### config.mk
export PLATFORM = sky130hd
export DESIGN_NAME = vec_irq_ctrl
export DESIGN_NICKNAME = d
export VERILOG_FILES = /design/src/rtl/irq_ctrl_pkg.sv /design/src/rtl/irq_src_slot.sv /design/src/rtl/irq_arbiter.sv /design/src/rtl/irq_vec_unit.sv /design/src/rtl/vec_irq_ctrl.sv
export SDC_FILE = /design/constraint.sdc
export NUM_CORES = 1
export LEC_CHECK = 0
export BUFFER_PORTS_ARGS = -buffer_cell sky130_fd_sc_hd__buf_2
export CORE_AREA = 2 2 120 122
export CTS_CLUSTER_SIZE = 30
export DETAILED_ROUTE_END_ITERATION = 6
export DIE_AREA = 0 0 122 124
export PLACE_DENSITY = 0.69
export SETUP_SLACK_MARGIN = 0.1
export SLEW_MARGIN = 5
export SYNTH_ARGS = -nofsm -noshare
export SYNTH_HDL_FRONTEND = slang
export SYNTH_SLANG_ARGS = --single-unit
export TNS_END_PERCENT = 20
### constraint.sdc
create_clock -name clk -period 38.9 [get_ports clk]
set_clock_uncertainty 0.2 [all_clocks]
set_input_delay 0 -clock clk [delete_from_list [all_inputs] [get_ports clk]]
set_output_delay 0 -clock clk [all_outputs]
set_load 0.01 [all_outputs]
### src/rtl/irq_ctrl_pkg.sv
package irq_ctrl_pkg;
  localparam int SRC_COUNT   = 12;
  localparam int LEVEL_W     = 3;
  localparam int BYTE_W      = 8;
  localparam int REG_ADDR_W  = 4;
  localparam int ABORT_IDX   = 2;
  localparam int SERIAL_IDX  = 3;
  localparam int GCTL_ADDR   = 12;
  localparam int VBASE_ADDR  = 13;
  localparam logic [BYTE_W-1:0] VBASE_RESET = 8'h40;

  // bit positions inside a slot control byte
  localparam int B_CLR = 7;
  localparam int B_SW  = 6;
  localparam int B_VS  = 4;
  localparam int B_EN  = 3;
  localparam int B_MEN = 4;
endpackage

### src/rtl/irq_src_slot.sv
module irq_src_slot #(
  parameter int LVL_W = 3
) (
  input  logic             clk,
  input  logic             rst_n,
  input  logic             req,
  input  logic             wr_sel,
  input  logic             clr_bit,
  input  logic             vs_bit,
  input  logic             en_bit,
  input  logic [LVL_W-1:0] lvl_bits,
  output logic             pend,
  output logic             en,
  output logic             vsup,
  output logic [LVL_W-1:0] lvl
);
  logic             prev_q, pend_q, en_q, vs_q;
  logic [LVL_W-1:0] lvl_q;
  logic             pend_d, rise, clr;

  always_comb begin
    rise   = req & ~prev_q;
    clr    = wr_sel & clr_bit;
    pend_d = rise | (pend_q & ~clr);
  end

  always_ff @(posedge clk or negedge rst_n) begin
    if (!rst_n) begin
      prev_q <= 1'b0;
      pend_q <= 1'b0;
    end else begin
      prev_q <= req;
      pend_q <= pend_d;
    end
  end

  always_ff @(posedge clk or negedge rst_n) begin
    if (!rst_n) begin
      en_q  <= 1'b0;
      vs_q  <= 1'b0;
      lvl_q <= '0;
    end else if (wr_sel) begin
      en_q  <= en_bit;
      vs_q  <= vs_bit;
      lvl_q <= lvl_bits;
    end
  end

  assign pend = pend_q;
  assign en   = en_q;
  assign vsup = vs_q;
  assign lvl  = lvl_q;
endmodule

### src/rtl/irq_arbiter.sv
module irq_arbiter #(
  parameter int N     = 12,
  parameter int LVL_W = 3,
  localparam int IDX_W = $clog2(N)
) (
  input  logic [N-1:0]            act,
  input  logic [N-1:0][LVL_W-1:0] lvl,
  output logic [LVL_W-1:0]        best_lvl,
  output logic [IDX_W-1:0]        best_idx
);
  // strict compare keeps the lowest index on equal levels
  always_comb begin
    best_lvl = '0;
    best_idx = '0;
    for (int i = 0; i < N; i++) begin
      if (act[i] && (lvl[i] > best_lvl)) begin
        best_lvl = lvl[i];
        best_idx = IDX_W'(i);
      end
    end
  end
endmodule

### src/rtl/irq_vec_unit.sv
module irq_vec_unit #(
  parameter int VEC_W = 8,
  parameter int IDX_W = 4
) (
  input  logic             clk,
  input  logic             rst_n,
  input  logic             iack,
  input  logic             any,
  input  logic             ext_src,
  input  logic [IDX_W-1:0] win_idx,
  input  logic [VEC_W-1:0] base,
  output logic [VEC_W-1:0] vec_out,
  output logic             vec_valid,
  output logic             no_vec
);
  logic [VEC_W-1:0] vec_q, vec_d;
  logic             vv_q, vv_d, nv_q, nv_d, vec_ce;

  always_comb begin
    vec_ce = iack;
    vv_d   = iack & any & ~ext_src;
    nv_d   = iack & any & ext_src;
    vec_d  = vv_d ? (base + {{(VEC_W-IDX_W){1'b0}}, win_idx}) : '0;
  end

  always_ff @(posedge clk or negedge rst_n) begin
    if (!rst_n) begin
      vv_q <= 1'b0;
      nv_q <= 1'b0;
    end else begin
      vv_q <= vv_d;
      nv_q <= nv_d;
    end
  end

  always_ff @(posedge clk or negedge rst_n) begin
    if (!rst_n)      vec_q <= '0;
    else if (vec_ce) vec_q <= vec_d;
  end

  assign vec_out   = vec_q;
  assign vec_valid = vv_q;
  assign no_vec    = nv_q;
endmodule

### src/rtl/vec_irq_ctrl.sv
module vec_irq_ctrl
  import irq_ctrl_pkg::*;
#(
  parameter int NUM_SRC = SRC_COUNT,
  parameter int LVL_W   = LEVEL_W,
  parameter int DATA_W  = BYTE_W,
  parameter int ADDR_W  = REG_ADDR_W,
  localparam int IDX_W  = $clog2(NUM_SRC)
) (
  input  logic               clk,
  input  logic               rst_n,
  input  logic [NUM_SRC-1:0] src_req,
  input  logic               abort_sw,
  input  logic               wr_en,
  input  logic [ADDR_W-1:0]  wr_addr,
  input  logic [DATA_W-1:0]  wr_data,
  input  logic [ADDR_W-1:0]  rd_addr,
  output logic [DATA_W-1:0]  rd_data,
  input  logic               iack,
  output logic [LVL_W-1:0]   irq_level,
  output logic [DATA_W-1:0]  vec_out,
  output logic               vec_valid,
  output logic               no_vec
);
  logic [1:0]                   rst_sync;
  logic                         rst_int;
  logic [NUM_SRC-1:0]           pend, en, vsup, act;
  logic [NUM_SRC-1:0][LVL_W-1:0] lvl;
  logic                         men_q;
  logic [DATA_W-1:0]            base_q;
  logic [IDX_W-1:0]             win_idx;
  logic                         any, ext_src;

  // asynchronous assertion, synchronous release
  always_ff @(posedge clk or negedge rst_n) begin
    if (!rst_n) rst_sync <= 2'b00;
    else        rst_sync <= {rst_sync[0], 1'b1};
  end
  assign rst_int = rst_sync[1];

  for (genvar i = 0; i < NUM_SRC; i++) begin : g_slot
    irq_src_slot #(.LVL_W(LVL_W)) u_slot (
      .clk      (clk),
      .rst_n    (rst_int),
      .req      (src_req[i]),
      .wr_sel   (wr_en && (wr_addr == ADDR_W'(i))),
      .clr_bit  (wr_data[B_CLR]),
      .vs_bit   (wr_data[B_VS]),
      .en_bit   (wr_data[B_EN]),
      .lvl_bits (wr_data[LVL_W-1:0]),
      .pend     (pend[i]),
      .en       (en[i]),
      .vsup     (vsup[i]),
      .lvl      (lvl[i])
    );
    assign act[i] = pend[i] & en[i] & men_q & (|lvl[i]);
  end

  always_ff @(posedge clk or negedge rst_int) begin
    if (!rst_int) begin
      men_q  <= 1'b0;
      base_q <= VBASE_RESET;
    end else if (wr_en) begin
      if (wr_addr == ADDR_W'(GCTL_ADDR))  men_q  <= wr_data[B_MEN];
      if (wr_addr == ADDR_W'(VBASE_ADDR)) base_q <= wr_data;
    end
  end

  irq_arbiter #(.N(NUM_SRC), .LVL_W(LVL_W)) u_arb (
    .act      (act),
    .lvl      (lvl),
    .best_lvl (irq_level),
    .best_idx (win_idx)
  );

  always_comb begin
    any     = |act;
    ext_src = (win_idx == IDX_W'(SERIAL_IDX)) && !vsup[SERIAL_IDX];
  end

  irq_vec_unit #(.VEC_W(DATA_W), .IDX_W(IDX_W)) u_vec (
    .clk       (clk),
    .rst_n     (rst_int),
    .iack      (iack),
    .any       (any),
    .ext_src   (ext_src),
    .win_idx   (win_idx),
    .base      (base_q),
    .vec_out   (vec_out),
    .vec_valid (vec_valid),
    .no_vec    (no_vec)
  );

  always_comb begin
    rd_data = '0;
    for (int i = 0; i < NUM_SRC; i++) begin
      if (rd_addr == ADDR_W'(i)) begin
        rd_data[B_CLR]       = pend[i];
        rd_data[B_SW]        = (i == ABORT_IDX) ? abort_sw : 1'b0;
        rd_data[B_VS]        = vsup[i];
        rd_data[B_EN]        = en[i];
        rd_data[LVL_W-1:0]   = lvl[i];
      end
    end
    if (rd_addr == ADDR_W'(GCTL_ADDR))  rd_data[B_MEN] = men_q;
    if (rd_addr == ADDR_W'(VBASE_ADDR)) rd_data = base_q;
  end
endmodule

* Yosys cells after proc, flatten, opt, wreduce, memory -nomap -nowiden
Index checks and enable logic that the tools add are counted.
** Storage, ports and cells
- Bits in registers :: 105
- Bits of input ports :: 33
- Output and inout port bits :: 21
- Logic and storage cells :: 311
** Cells by class
- Add/sub/neg operators :: 1
- Magnitude comparators :: 12
- Equality and inequality tests :: 27
- Muxes and demuxes :: 50
- Bitwise operators :: 112
- Reduce and logical (&&, ||, !) cells :: 43
** Operators by type and width (count)
- $and A1 B1 Y1 :: 75
- $mux W5 :: 12
- $eq A4 B4 Y1 const B :: 12
- $mux W3 :: 16
- $reduce_or A3 Y1 :: 12
- $gt A3 B3 Y1 :: 11
- $eq A4 B3 Y1 const B :: 8
- $mux W2 :: 14
- $logic_and A1 B1 Y1 :: 25
- $not A1 Y1 :: 25
- $eq A4 B2 Y1 const B :: 5
- $mux W4 :: 4
- $mux W8 :: 2
- $or A1 B1 Y1 :: 12
- $reduce_or A12 Y1 :: 1
- $add A8 B4 Y8 :: 1
- $eq A4 B1 Y1 const B :: 2
- $logic_not A4 Y1 :: 2
- $reduce_and A2 Y1 :: 2
- $gt A3 B1 Y1 const B :: 1
- $mux W1 :: 2
- $logic_not A1 Y1 :: 1

* Depth between registers and ports, before layout
- Depth after elaboration :: 43
- Mapped depth :: 92
- Gate-level depth less buffers :: 89

* Cells and area by module
A second synthesis with hierarchy kept.
** Second synthesis, totals
- Cell total of the unflattened synthesis :: 729
- Area, all modules :: 7314.5 µm²
** Modules (own cells, without submodules)
- irq_src_slot :: times used 12, cells an instance 16, area an instance 277.8 µm², seq. area each 175.2 µm²
- vec_irq_ctrl :: times used 1, cells an instance 231, area an instance 1727.9 µm², seq. area each 276.5 µm²
- irq_arbiter :: times used 1, cells an instance 244, area an instance 1661.6 µm², seq. area each 0.0 µm²
- irq_vec_unit :: times used 1, cells an instance 62, area an instance 591.8 µm², seq. area each 250.2 µm²

* Worst setup path after synthesis
OpenSTA, ideal clock, no wires.
- Kind :: register to register
- Start point :: reg men_q
- End point :: reg u_vec.vec_q[7] (netlist: u_vec.vec_out[7])
- Setup time :: 0.150 ns
- Arrival :: 16.442 ns
- Data required time :: 38.550 ns
- Setup slack :: 22.109 ns
- Stages on the path, launching flop included :: 88
- Buffers on the path :: 3
- Clock period less this slack :: 16.791 ns
- Cell sequence :: dfrtp_1 buf_4 clkbuf_1 nand3_1 nor2_1 ha_1 and3_1 nor3_4 and2_1 buf_6 a21o_1 inv_1 ha_1 o21ai_0 a211oi_1 a2111oi_4 nor3_4 mux2_2 [52 not listed] a21o_1 a21oi_1 a311oi_1 mux2_2 ha_1 o21ai_0 inv_1 o21a_1 nor2_1 nand4_4 and2b_1 ha_1 a21oi_1 nor2b_1 o21a_1 nand3_1 xor2_1 o22ai_1
** On the way
- Longest elaborated chain between the ends :: 42
- Elaborated cells on any way between the ends :: 77
- Classes of those cells :: add/sub (1); order compare (11); eq/ne (1); mux (23); bitwise (27); reduce/logical (14)
** Ends and longest elaborated chain
- start, declared :: line vec_irq_ctrl.sv:29 : logic men_q;
- start signal, assigned :: line vec_irq_ctrl.sv:64 : if (wr_addr == ADDR_W'(GCTL_ADDR)) men_q <= wr_data[B_MEN];
- branches (longest 41 deep; another with $gt A3 B3 Y1)
- $mux W8 (*) :: line irq_vec_unit.sv:23 : vec_d = vv_d ? (base + {{(VEC_W-IDX_W){1'b0}}, win_idx}) : '0;
- end signal, assigned :: line irq_vec_unit.sv:38 : else if (vec_ce) vec_q <= vec_d;
- end, declared :: line irq_vec_unit.sv:16 : logic [VEC_W-1:0] vec_q, vec_d;
Every way passes the cells marked *.
A chain may end at the register's enable or synchronous reset.

* Final worst setup path
Same ends and word-level chain as after synthesis.

==> out/results.txt <==
CP endpoint kind: flop
cell at the slowest stage of the critical path: a311oi_1
area share of fa/ha/maj cells after synthesis: 4.65%
Core Box Area: 0.0137 mm2
end-of-flow core utilization: 56.7%
Buffers on Ports: 53
final instance area: 0.00778 mm2
pwr dens: 59.5 mW/mm2
most used cell along the critical path: ha_1
GR Util met1: 33.5%
area of the mapped netlist: 0.00678 mm2
via count of the first global-routing pass: 5,783
Total Routing Usage GR: 24.8%
count of max-cap constraint violations: 0
final hold violations: 0
top cells by count, synth: dfrtp_1 (104), nand2_1 (84), mux2_2 (65), o21ai_0 (60), inv_1 (54)
post-cts repair resize count: 0
unrepaired setup endpoints after global routing: no
detailed router's first-iteration violation count: 363
maximum fanout along the worst path: 18
number of optimization iterations in the first detailed-route pass: 4
Clock Path Buffers: 2
number of nets at the end of the flow: 836
average wire per cell in the routed design: 18.4 um
part of the Yosys area used for sequential elements: 38.7%
clock buffer count from CTS: 9
setup tns final: 0 ns
count of mapped cells out of synthesis: 718
number of buffers added for setup after CTS: 0
average cell area after synthesis: 9.45 um2
area fraction of the dominant cell type after synthesis: 38.4%
Primary FF master, synth: dfrtp_1
startpoint types: flop
multiplexer fraction of the synthesized cell area: 15.9%
number of buffer and inverter stages on the critical path: 4
Async SR Flop Fraction: 100%
Final Slew Violations: 0
net count after synthesis: 774
slack of the critical path: 19.64 ns
part of the cycle the worst path needs: 49.5%
combinational family with the most area after synthesis: compound AO/OA/AOI/OAI gates
Peak Freq: 0.0519 GHz
wire length of the first global-routing pass: 29.2 mm
headroom to the max-slew limit: 21.8%
number of cells after detailed placement: 921
drc violations: 0
global-route track usage on met2: 39.7%
cell taking the most area after synthesis: dfrtp_1
clock insertion delay at the later pin of the skew report: 0.35 ns
Detail Route Antenna Nets: 0
HPWL after detailed placement: 13.4 mm
slew at the pin closest to its max-slew limit: 1.16 ns
endpoints failing setup: 0
vias per std cell: 5.97
clock sink count: 105
global routing's busiest layer: met2
post-place instance area: 0.00716 mm2
Inserted Diodes: 0
crit-path max cell delay: 0.77 ns
leakage dissipation: 3.46 nW
final wirelength: 17.8 mm
Clock H-tree levels: 3
worst endpoint required time: 38.89 ns
#FFs+latches synth: 105
most instantiated library cell after synthesis: dfrtp_1
outcome: finished clean
std cell rows: 43
die height: 124 um
antenna violations before repair: 0
Routability Congestion: 0.900
pre-CTS setup slack: 19.81 ns
WP data arrival: 19.25 ns
met3 global-route usage: 3.39%
worst IR drop on VDD: 43.0 uV
delay-heaviest family, CP: compound AO/OA/AOI/OAI gates
number of top-level pins: 54
share of cells above drive strength 1: 20.6%
overall die area: 0.0151 mm2
synthesis-to-finish area growth: 14.7%
clock root buffer master: clkbuf_16
Distinct cells, synth: 77
number of enable flip-flop cells after synthesis: 0
leftover overflow at the end of global routing: 0
Initial Utilization: 49.4%
class of the tightest hold or removal check: reg2async
pin count of the biggest net entering global routing: 80
clock period minus final worst setup slack: 19.26 ns
clock-pin slew on the worst setup and hold paths: 0.07 ns
total vias in the final route: 5,763
Post-Synth XOR/XNOR Area: 0.775%
Chip Width: 122 um
synthesis warning total: 0
simple-gate share of the synthesized area: 16.5%
area fraction in compound gates after synthesis: 18.5%
TritonCTS clock tree: built
Cell Count, Final, Fillers Out: 965
WS Path Type: reg2reg
CTS Hold Bufs: 28
largest cells by area after synthesis: dfrtp_1 (38%), mux2_2 (11%), nand2_1 (4.6%)
metrics by stage:
stage	total power [mW]	hold WS [ns]
detailed placement	0.358	-0.412
global placement	0.350	-0.415
CTS	0.464	0.0436
global route	0.497	0.0579
floorplan	0.305	-0.496
finish	0.463	0.0286
power breakdown:
group          internal, mW  switching, mW  leakage, nW  total (mW)
Sequential            0.131         0.0276         1.24       0.159
Combinational        0.0908          0.111         2.05       0.202
Clock                0.0645         0.0381        0.166       0.103
cells by family after synthesis:
kind of cell,after synthesis
muxes,91
AOI/OAI and AO/OA,182
DFF,105
xor gates and xnor gates,6
adders and majority gates,25
and+or+nand+nor,223
other,1
buffers and inverters,85
layout make-up:
type / count / area (um2)
fillers: 1195 / 5940
clock buffers: 11 / 243
well taps: 180 / 225
inverters: 54 / 203
repair buffers: 82 / 553
clock inverters: 5 / 103
multi-input cells: 528 / 3820
flip-flops and latches: 105 / 2630
sequential cells by signal (all words and copies together) (netlist names):
register	count
g_slot.u_slot.vsup	12
base_q	8
u_vec.no_vec	1
g_slot.u_slot.prev_q	12
g_slot.u_slot.pend	12
g_slot.u_slot.lvl	36
g_slot.u_slot.en	12
u_vec.vec_valid	1
u_vec.vec_out	8
men_q	1
rst_sync	2
worst reg2reg max path, delay by kind of cell, from the launching register on:
kind | cells | cell delay, ns
AO/OA/AOI/OAI | 34 | 7.33
AND/OR/NAND/NOR | 26 | 4.39
adder cells (fa/ha/maj) | 14 | 4.21
multiplexers | 5 | 1.83
flip-flops | 1 | 0.71
buffers and inverters | 4 | 0.27
XOR/XNOR | 1 | 0.15
cells in the final DEF, fill, tap and decap left out, types with 5 or more instances in the layout:
cell           instances
dfrtp_1              103
nand2_1               84
mux2_2                65
o21ai_0               60
inv_1                 54
buf_2                 53
nor2_1                42
dlygate4sd3_1         28
a21oi_1               24
ha_1                  22
mux2i_1               18
nand3_1               13
and3_1                12
o22ai_1               12
nand4_1               11
nor3_1                11
nor2b_1               11
and2_1                 9
clkbuf_16              9
o21a_1                 7
a22oi_1                6
o31a_1                 6
nand2b_1               6
mux4_2                 6
a21o_1                 5
a31oi_1                5
o21bai_1               5
o211ai_1               5
o221ai_1               5
routing by layer:
layer | vias to the layer above | wire length (um) | part of all wire (%)
li1 | 2728 | - | -
met1 | 2798 | 7970 | 45
met2 | 198 | 8210 | 46
met3 | 39 | 964 | 5.4
met4 | 0 | 649 | 3.6
met5 | - | 0 | 0
worst paths after layout:
| path | to | from | slack, ns | depth (start not counted) |
|---|---|---|---|---|
| min in group clk | g_slot[2].u_slot.prev_q | src_req[2] | 0.11 | 2 |
| worst max register to register | u_vec.vec_out[7] | men_q | 19.64 | 84 |
| worst max-delay path | u_vec.vec_out[7] | men_q | 19.64 | 84 |
| max in group asynchronous | g_slot[6].u_slot.pend | rst_sync[1] | 37.20 | 1 |
| worst min register to register | u_vec.vec_out[3] | rst_sync[1] | 0.03 | 0 |
| worst min-delay path | u_vec.vec_out[3] | rst_sync[1] | 0.03 | 0 |
(Power assumes the default switching activity.)
